--- config.mk ---
export PLATFORM = sky130hd
export DESIGN_NAME = adc_result_guard
export DESIGN_NICKNAME = d
export VERILOG_FILES = /design/src/rtl/adc_guard_pkg.sv /design/src/rtl/adc_guard_csr.sv /design/src/rtl/adc_guard_steer.sv /design/src/rtl/adc_guard_core.sv /design/src/rtl/adc_result_guard.sv
export SDC_FILE = /design/constraint.sdc
export NUM_CORES = 1
export LEC_CHECK = 0
export CELL_PAD_IN_SITES_DETAIL_PLACEMENT = 1
export CELL_PAD_IN_SITES_GLOBAL_PLACEMENT = 1
export CORE_ASPECT_RATIO = 1.75
export CORE_MARGIN = 2
export CORE_UTILIZATION = 38
export DETAILED_ROUTE_END_ITERATION = 7
export PLACE_DENSITY_LB_ADDON = 0.15
export SYNTH_ARGS = -nofsm -noshare
export SYNTH_HDL_FRONTEND = slang
export SYNTH_SLANG_ARGS = --single-unit
--- constraint.sdc ---
create_clock -name clk -period 2.2 [get_ports clk]
set_input_delay 0.44 -clock clk [delete_from_list [all_inputs] [get_ports clk]]
set_output_delay 0.44 -clock clk [all_outputs]
set_load 0.005 [all_outputs]
--- src/rtl/adc_guard_pkg.sv ---
package adc_guard_pkg;
    localparam int FLAG_W         = 2;
    localparam int FLAG_RES_BIT   = 0;
    localparam int FLAG_PAUSE_BIT = 1;

    typedef enum logic {
        SVC_CPU  = 1'b0,
        SVC_XFER = 1'b1
    } svc_mode_e;
endpackage

--- src/rtl/adc_guard_csr.sv ---
module adc_guard_csr
    import adc_guard_pkg::*;
(
    input  logic              csr_wr,
    input  logic [FLAG_W-1:0] csr_wdata,
    output logic              clr_res,
    output logic              clr_pause
);
    // Only a written 0 acts; a written 1 is discarded.
    always_comb begin
        clr_res   = csr_wr && !csr_wdata[FLAG_RES_BIT];
        clr_pause = csr_wr && !csr_wdata[FLAG_PAUSE_BIT];
    end
endmodule

--- src/rtl/adc_guard_steer.sv ---
module adc_guard_steer
    import adc_guard_pkg::*;
(
    input  logic      flag_q,
    input  logic      prot_en,
    input  svc_mode_e mode,
    output logic      irq,
    output logic      xfer_req
);
    logic want;

    always_comb begin
        want     = flag_q && prot_en;
        irq      = want && (mode == SVC_CPU);
        xfer_req = want && (mode == SVC_XFER);
    end
endmodule

--- src/rtl/adc_guard_core.sv ---
module adc_guard_core
    import adc_guard_pkg::*;
#(
    parameter int DATA_W = 10
) (
    input  logic              clk,
    input  logic              rst_n,
    input  logic              conv_done,
    input  logic [DATA_W-1:0] conv_data,
    input  logic              prot_en,
    input  svc_mode_e         mode,
    input  logic              cont_mode,
    input  logic              sw_start,
    input  logic              clr_res,
    input  logic              clr_pause,
    input  logic              xfer_done,
    output logic [DATA_W-1:0] result,
    output logic              flag_q,
    output logic              pause_q,
    output logic              hold_q,
    output logic              start_q
);
    typedef struct packed {
        logic [DATA_W-1:0] res;
        logic [DATA_W-1:0] park;
        logic              flag;
        logic              pause;
        logic              pend;
        logic              start;
    } st_t;

    st_t st_d, st_q;

    logic service_evt, flag_live, accept, protect, release_now, commit_new, commit_any;

    always_comb begin
        service_evt = clr_res || (xfer_done && mode == SVC_XFER);
        flag_live   = st_q.flag && !service_evt;
        release_now = st_q.pend && service_evt;
        accept      = conv_done && !st_q.pend;
        protect     = accept && prot_en && flag_live;
        commit_new  = accept && !protect;
        commit_any  = release_now || commit_new;

        st_d       = st_q;
        st_d.start = sw_start || (commit_any && cont_mode);
        if (service_evt) st_d.flag  = 1'b0;
        if (clr_pause)   st_d.pause = 1'b0;
        if (protect) begin
            st_d.pend = 1'b1;
            st_d.park = conv_data;
            if (mode == SVC_XFER) st_d.pause = 1'b1;
        end
        if (release_now) begin
            st_d.res  = st_q.park;
            st_d.pend = 1'b0;
            st_d.flag = 1'b1;
        end else if (commit_new) begin
            st_d.res  = conv_data;
            st_d.flag = 1'b1;
        end
    end

    always_ff @(posedge clk or negedge rst_n) begin
        if (!rst_n) st_q <= '0;
        else        st_q <= st_d;
    end

    assign result  = st_q.res;
    assign flag_q  = st_q.flag;
    assign pause_q = st_q.pause;
    assign hold_q  = st_q.pend;
    assign start_q = st_q.start;
endmodule

--- src/rtl/adc_result_guard.sv ---
module adc_result_guard
    import adc_guard_pkg::*;
#(
    parameter int DATA_W = 10
) (
    input  logic              clk,
    input  logic              rst_n,
    input  logic              conv_done,
    input  logic [DATA_W-1:0] conv_data,
    input  logic              prot_en,
    input  logic              svc_xfer,
    input  logic              cont_mode,
    input  logic              sw_start,
    input  logic              csr_wr,
    input  logic [1:0]        csr_wdata,
    input  logic              xfer_done,
    output logic [DATA_W-1:0] result,
    output logic              int_flag,
    output logic              pause_flag,
    output logic              seq_hold,
    output logic              seq_start,
    output logic              irq,
    output logic              xfer_req
);
    logic      clr_res, clr_pause;
    svc_mode_e mode;

    assign mode = svc_mode_e'(svc_xfer);

    adc_guard_csr u_csr (
        .csr_wr    (csr_wr),
        .csr_wdata (csr_wdata),
        .clr_res   (clr_res),
        .clr_pause (clr_pause)
    );

    adc_guard_core #(.DATA_W(DATA_W)) u_core (
        .clk       (clk),
        .rst_n     (rst_n),
        .conv_done (conv_done),
        .conv_data (conv_data),
        .prot_en   (prot_en),
        .mode      (mode),
        .cont_mode (cont_mode),
        .sw_start  (sw_start),
        .clr_res   (clr_res),
        .clr_pause (clr_pause),
        .xfer_done (xfer_done),
        .result    (result),
        .flag_q    (int_flag),
        .pause_q   (pause_flag),
        .hold_q    (seq_hold),
        .start_q   (seq_start)
    );

    adc_guard_steer u_steer (
        .flag_q   (int_flag),
        .prot_en  (prot_en),
        .mode     (mode),
        .irq      (irq),
        .xfer_req (xfer_req)
    );
endmodule

; ---- After elaboration in Yosys (flattened, before gate mapping)
; Index checks and enable logic that the tools add are counted.
[classes]
n_reduce_logical = 24
bitwise_logic = 1
muxes = 9
[op_table]
columns = operator, count
row1 = $mux W10, 2
row2 = $logic_and A1 B1 Y1, 13
row3 = $mux W1, 6
row4 = $logic_not A1 Y1, 5
row5 = $reduce_bool A2 Y1, 2
row6 = $logic_or A1 B1 Y1, 3
row7 = $reduce_bool A3 Y1, 1
row8 = $mux W2, 1
row9 = $not A1 Y1, 1
[totals]
word_cells = 40
output_inout_bits = 16
reg_bits = 24

; ---- Longest topological paths before layout
[depth]
depth_word = 11
mapped_depth = 5
depth_no_buf = 3

; ---- Hierarchy
; Synthesis repeated with hierarchy kept, for this count alone.
[hier_totals]
cells_unflattened = 124
area_unflattened_um2 = 1363.8
[by_module_without_submodules]
columns = mod, n_inst, cells_each, seq_area_each_um2, area_each_um2
row1 = adc_guard_core, 1, 120, 600.6, 1320.0
row2 = adc_guard_csr, 1, 2, 0.0, 27.5
row3 = adc_guard_steer, 1, 2, 0.0, 16.3

; ---- Least setup slack after synthesis
; No wires, ideal clock.
[synth_timing]
kind = input port to flip-flop
start = input port csr_wdata[0]
end = register u_core.st_q (netlist bit u_core.result[6])
path_buffers = 1
slack_ps = 716
path_stages = 4
setup_time_ps = 166
required_time_ps = 2034
t_arrival_ps = 1318
cell_sequence = nand2b_1 -> buf_2 -> a311oi_4 -> a221oi_1
[synth_between]
elab_chain_len = 9
[synth_lines]
columns = item, line_no
row1 = "start, declared", adc_result_guard.sv:15  ; input logic [1:0] csr_wdata,
row2 = $logic_not A1 Y1 *, adc_guard_csr.sv:11  ; clr_res = csr_wr && !csr_wdata[FLAG_RES_BIT];
row3 = $logic_and A1 B1 Y1 *, adc_guard_csr.sv:11
row4 = $logic_or A1 B1 Y1 *, adc_guard_core.sv:37  ; service_evt = clr_res || (xfer_done && mode == SVC_XFER);
row5 = $logic_not A1 Y1, adc_guard_core.sv:38  ; flag_live = st_q.flag && !service_evt;
row6 = $logic_and A1 B1 Y1, adc_guard_core.sv:38
row7 = $logic_and A1 B1 Y1, adc_guard_core.sv:41  ; protect = accept && prot_en && flag_live;
row8 = $logic_not A1 Y1, adc_guard_core.sv:42  ; commit_new = accept && !protect;
row9 = $logic_and A1 B1 Y1, adc_guard_core.sv:42
row10 = $reduce_bool A2 Y1 (no line), n/a
row11 = "end signal, assigned", adc_guard_core.sv:66  ; else st_q <= st_d;
row12 = "end, declared", adc_guard_core.sv:32  ; st_t st_d, st_q;
; Every way passes the cells marked *; elsewhere a longest branch is shown, timed or not.
; A chain may end at the register's enable or synchronous reset.

; ---- Worst setup path in the final report
[layout_timing]
start = input port prot_en
end = output port irq
[layout_between]
elab_chain_len = 2
[layout_lines]
columns = item, line_no
row1 = "start, declared", adc_result_guard.sv:10  ; input logic prot_en,
row2 = $logic_and A1 B1 Y1, adc_guard_steer.sv:13  ; want = flag_q && prot_en;
row3 = $logic_and A1 B1 Y1, adc_guard_steer.sv:14  ; irq = want && (mode == SVC_CPU);
row4 = "end, declared", adc_result_guard.sv:22  ; output logic irq,
; Every way passes these cells.

==> reports/metrics.cfg <==
[power]
p_int_mw=1.08
combPwrFrac=0.300
switching_share=0.266
p_leak_nw=0.766
p_seq_frac=0.434
power.switching_mw=0.389
power_frac_clock=0.267
power.total_mw=1.47
ir_worst_vdd_v=0.000457
p_per_area_nw_per_um2=862

[global_route]
grt.busiest_layer=met2
antenna_found_initial=0
grt_use_met3=0.0247
grt_usage=0.177
grtUsageMet2=0.324
grt_pass1_vias=1041
grt_max_degree=25
grt_pass1_wl_um=4820
use_met1=0.191
overflow=0

[sta]
max_freq_ghz=0.485
layout_setup_ws_ns=0.140
rsz0062_at_grt=no
hold_slack_ns=0.518
tightestPinTransition_ns=0.424
fin_tns_setup_ns=0
layout_min_cycle_time_ns=2.06
setup_viol=0
hold_violations=0
max_slew_margin=0.717
slew_viol_final=0
finalCritPeriodShare=0.936
skew_ns=0.00166

[routing]
ant_nets=0
drt_iter0_markers=8
wl_um=2930
drc=0
drt_first_pass_iters=4
wl_per_cell_um=15.4
avgViaCountPerCell=4.97
vias=944

[synth]
synth_xor_area_frac=0
yosys.area_share.simple=0.0487
ys_seq_area_frac=0.477
avgSynthCellArea_um2=11.1
synth_fp_nets=135
synth-seq-cells=24
syn_inst=114
muxShareOfSynthArea=0.0894
synth_cell_type_count=23
yosysWarnings=0
synthesis.area_um2=1260
synth-adder-area-share=0
synth_compound_area_frac=0.222
synth_top_family_by_area=compound AO/OA/AOI/OAI gates

[setup_path]
slowest_stage=clkdlybuf4s50_1
cp_common_cell=clkdlybuf4s50_1
crit_fanout=3
crit_path_end_kind=output pin
crit_type=primary input to output pin
critPathRequiredTime_ns=1.76
worstPathCellList=clkdlybuf4s50_1 > nand2_1 > nor2_1 > clkdlybuf4s50_1
cpPeakStageDelay_ns=0.51
cp_data_arrival_time_ns=1.62
critPathLaunchType=primary input

[placement]
place.gp.congestion=0.706
placed_area_um2=1630
io_buffers=36
placedCellCount=186
pre_cts_slack_ns=0.122
dpl.hpwl_um=2230

[clock_network]
cts_hold_buf=0
ctsResizeCount=0
cts_buffer_depth=2
cts_tree=built
cts_root_buffer=clkbuf_8
postCtsSetupRepairBufs=0
path_clk_slew_ns=0.09
cts_num_sinks=24
clock_latency_ns=0.27
cts_inserted_buffers=3
htreeDepth=1

[die]
coreArea_um2=3140
start_util=0.401
dieArea_um2=3810
io-pin-count=37
chipHeight_um=80.2
die_w_um=47.5
fp-row-count=27

[final_layout]
fin_nets=169
fin_area_um2=1700
final_util=0.542
antenna_cells=0
instances_no_fill=190
area_growth_syn_to_layout_pct=35.1
drive_gt1_frac=0.238

[hold_path]
hp-class=flip-flop to flip-flop

[status]
outcome=completed

[flow_run]
maxCapViolCount=0

## synth_stat cells
cell | count | area, um2
inv_1 | 25 | 93.8
dfrtp_1 | 24 | 601
buf_4 | 11 | 82.6
a211oi_1 | 10 | 75.1
mux2_2 | 10 | 113
a221oi_2 | 8 | 120
nand2_1 | 5 | 18.8
a221oi_1 | 2 | 17.5
buf_2 | 2 | 10.0
clkbuf_1 | 2 | 7.51
nor2_1 | 2 | 7.51
o21ai_0 | 2 | 10.0
a21o_2 | 1 | 8.76
a21oi_1 | 1 | 5.00
a311oi_4 | 1 | 26.3
a32o_1 | 1 | 10.0
and2_4 | 1 | 8.76
and2b_2 | 1 | 8.76
buf_6 | 1 | 11.3
nand2b_1 | 1 | 6.26
nand3_1 | 1 | 5.00
nand4_1 | 1 | 6.26
o21bai_1 | 1 | 7.51
## path summary, 6_finish.rpt
kind | start | endpoint | slack (ns) | cells past startpoint
max in group asynchronous | rst_n | u_core.result[2]$_DFFE_PN0P_ | 1.43 | 2
worst max register to register | u_core.hold_q$_DFFE_PN0P_ | u_core.result[7]$_DFFE_PN0P_ | 0.64 | 4
min in group asynchronous | rst_n | u_core.pause_q$_DFF_PN0_ | 0.53 | 2
worst max-delay path | prot_en | irq | 0.14 | 4
worst min-delay path | u_core.st_q[9]$_DFFE_PN0P_ | u_core.st_q[9]$_DFFE_PN0P_ | 0.52 | 1
worst min register to register | u_core.st_q[9]$_DFFE_PN0P_ | u_core.st_q[9]$_DFFE_PN0P_ | 0.52 | 1
## cell usage in the layout (no fill, tap or decap), types with 2 or more instances in the layout
| cell | n |
|---|---|
| buf_4 | 9 |
| a221oi_1 | 2 |
| inv_1 | 25 |
| dfrtp_1 | 24 |
| a211oi_1 | 10 |
| nor2_1 | 2 |
| clkbuf_8 | 3 |
| clkdlybuf4s50_1 | 36 |
| a221oi_2 | 8 |
| o21ai_0 | 2 |
| mux2_2 | 10 |
| nand2_1 | 5 |
## per-layer routing
layer / vias up / part of all wire
met4: 0 / 0.014
met3: 4 / 0.041
met2: 29 / 0.57
li1: 444 / -
met1: 467 / 0.37
met5: - / 0
## logic make-up (layout without fill, tap and decap cells)
group | after synthesis | in the layout
multiplexers | 10 | 10
AO/OA/AOI/OAI | 27 | 27
buffers and inverters | 41 | 74
AND/OR/NAND/NOR | 12 | 12
flip-flops | 24 | 24
## final cells by class
cell class / count / area [um2]
clock buffers: 3 / 41.3
flip-flops and latches: 24 / 601
fillers: 354 / 1440
repair buffers: 45 / 428
inverters: 25 / 93.8
clock inverters: 1 / 30.0
multi-input cells: 49 / 454
well taps: 43 / 53.8
## power groups by stage
stage	registers (mW)	logic, mW	clock network, mW
after floorplan	0.623	0.291	0
after global placement	0.632	0.426	0
after detailed placement	0.643	0.444	0
after CTS	0.637	0.450	0.405
after global routing	0.652	0.483	0.417
final	0.636	0.439	0.391
## registers in the layout (all words and copies together), names as in the netlist
signal,cells
u_core.flag_q,1
u_core.hold_q,1
u_core.pause_q,1
u_core.result,10
u_core.st_q,10
u_core.start_q,1
## worst max-delay path: cells and delay by family
kind | cells | cell delay, ns
buffers and inverters | 2 | 1.00
AND/OR/NAND/NOR | 2 | 0.17
(Power assumes the default switching activity.)
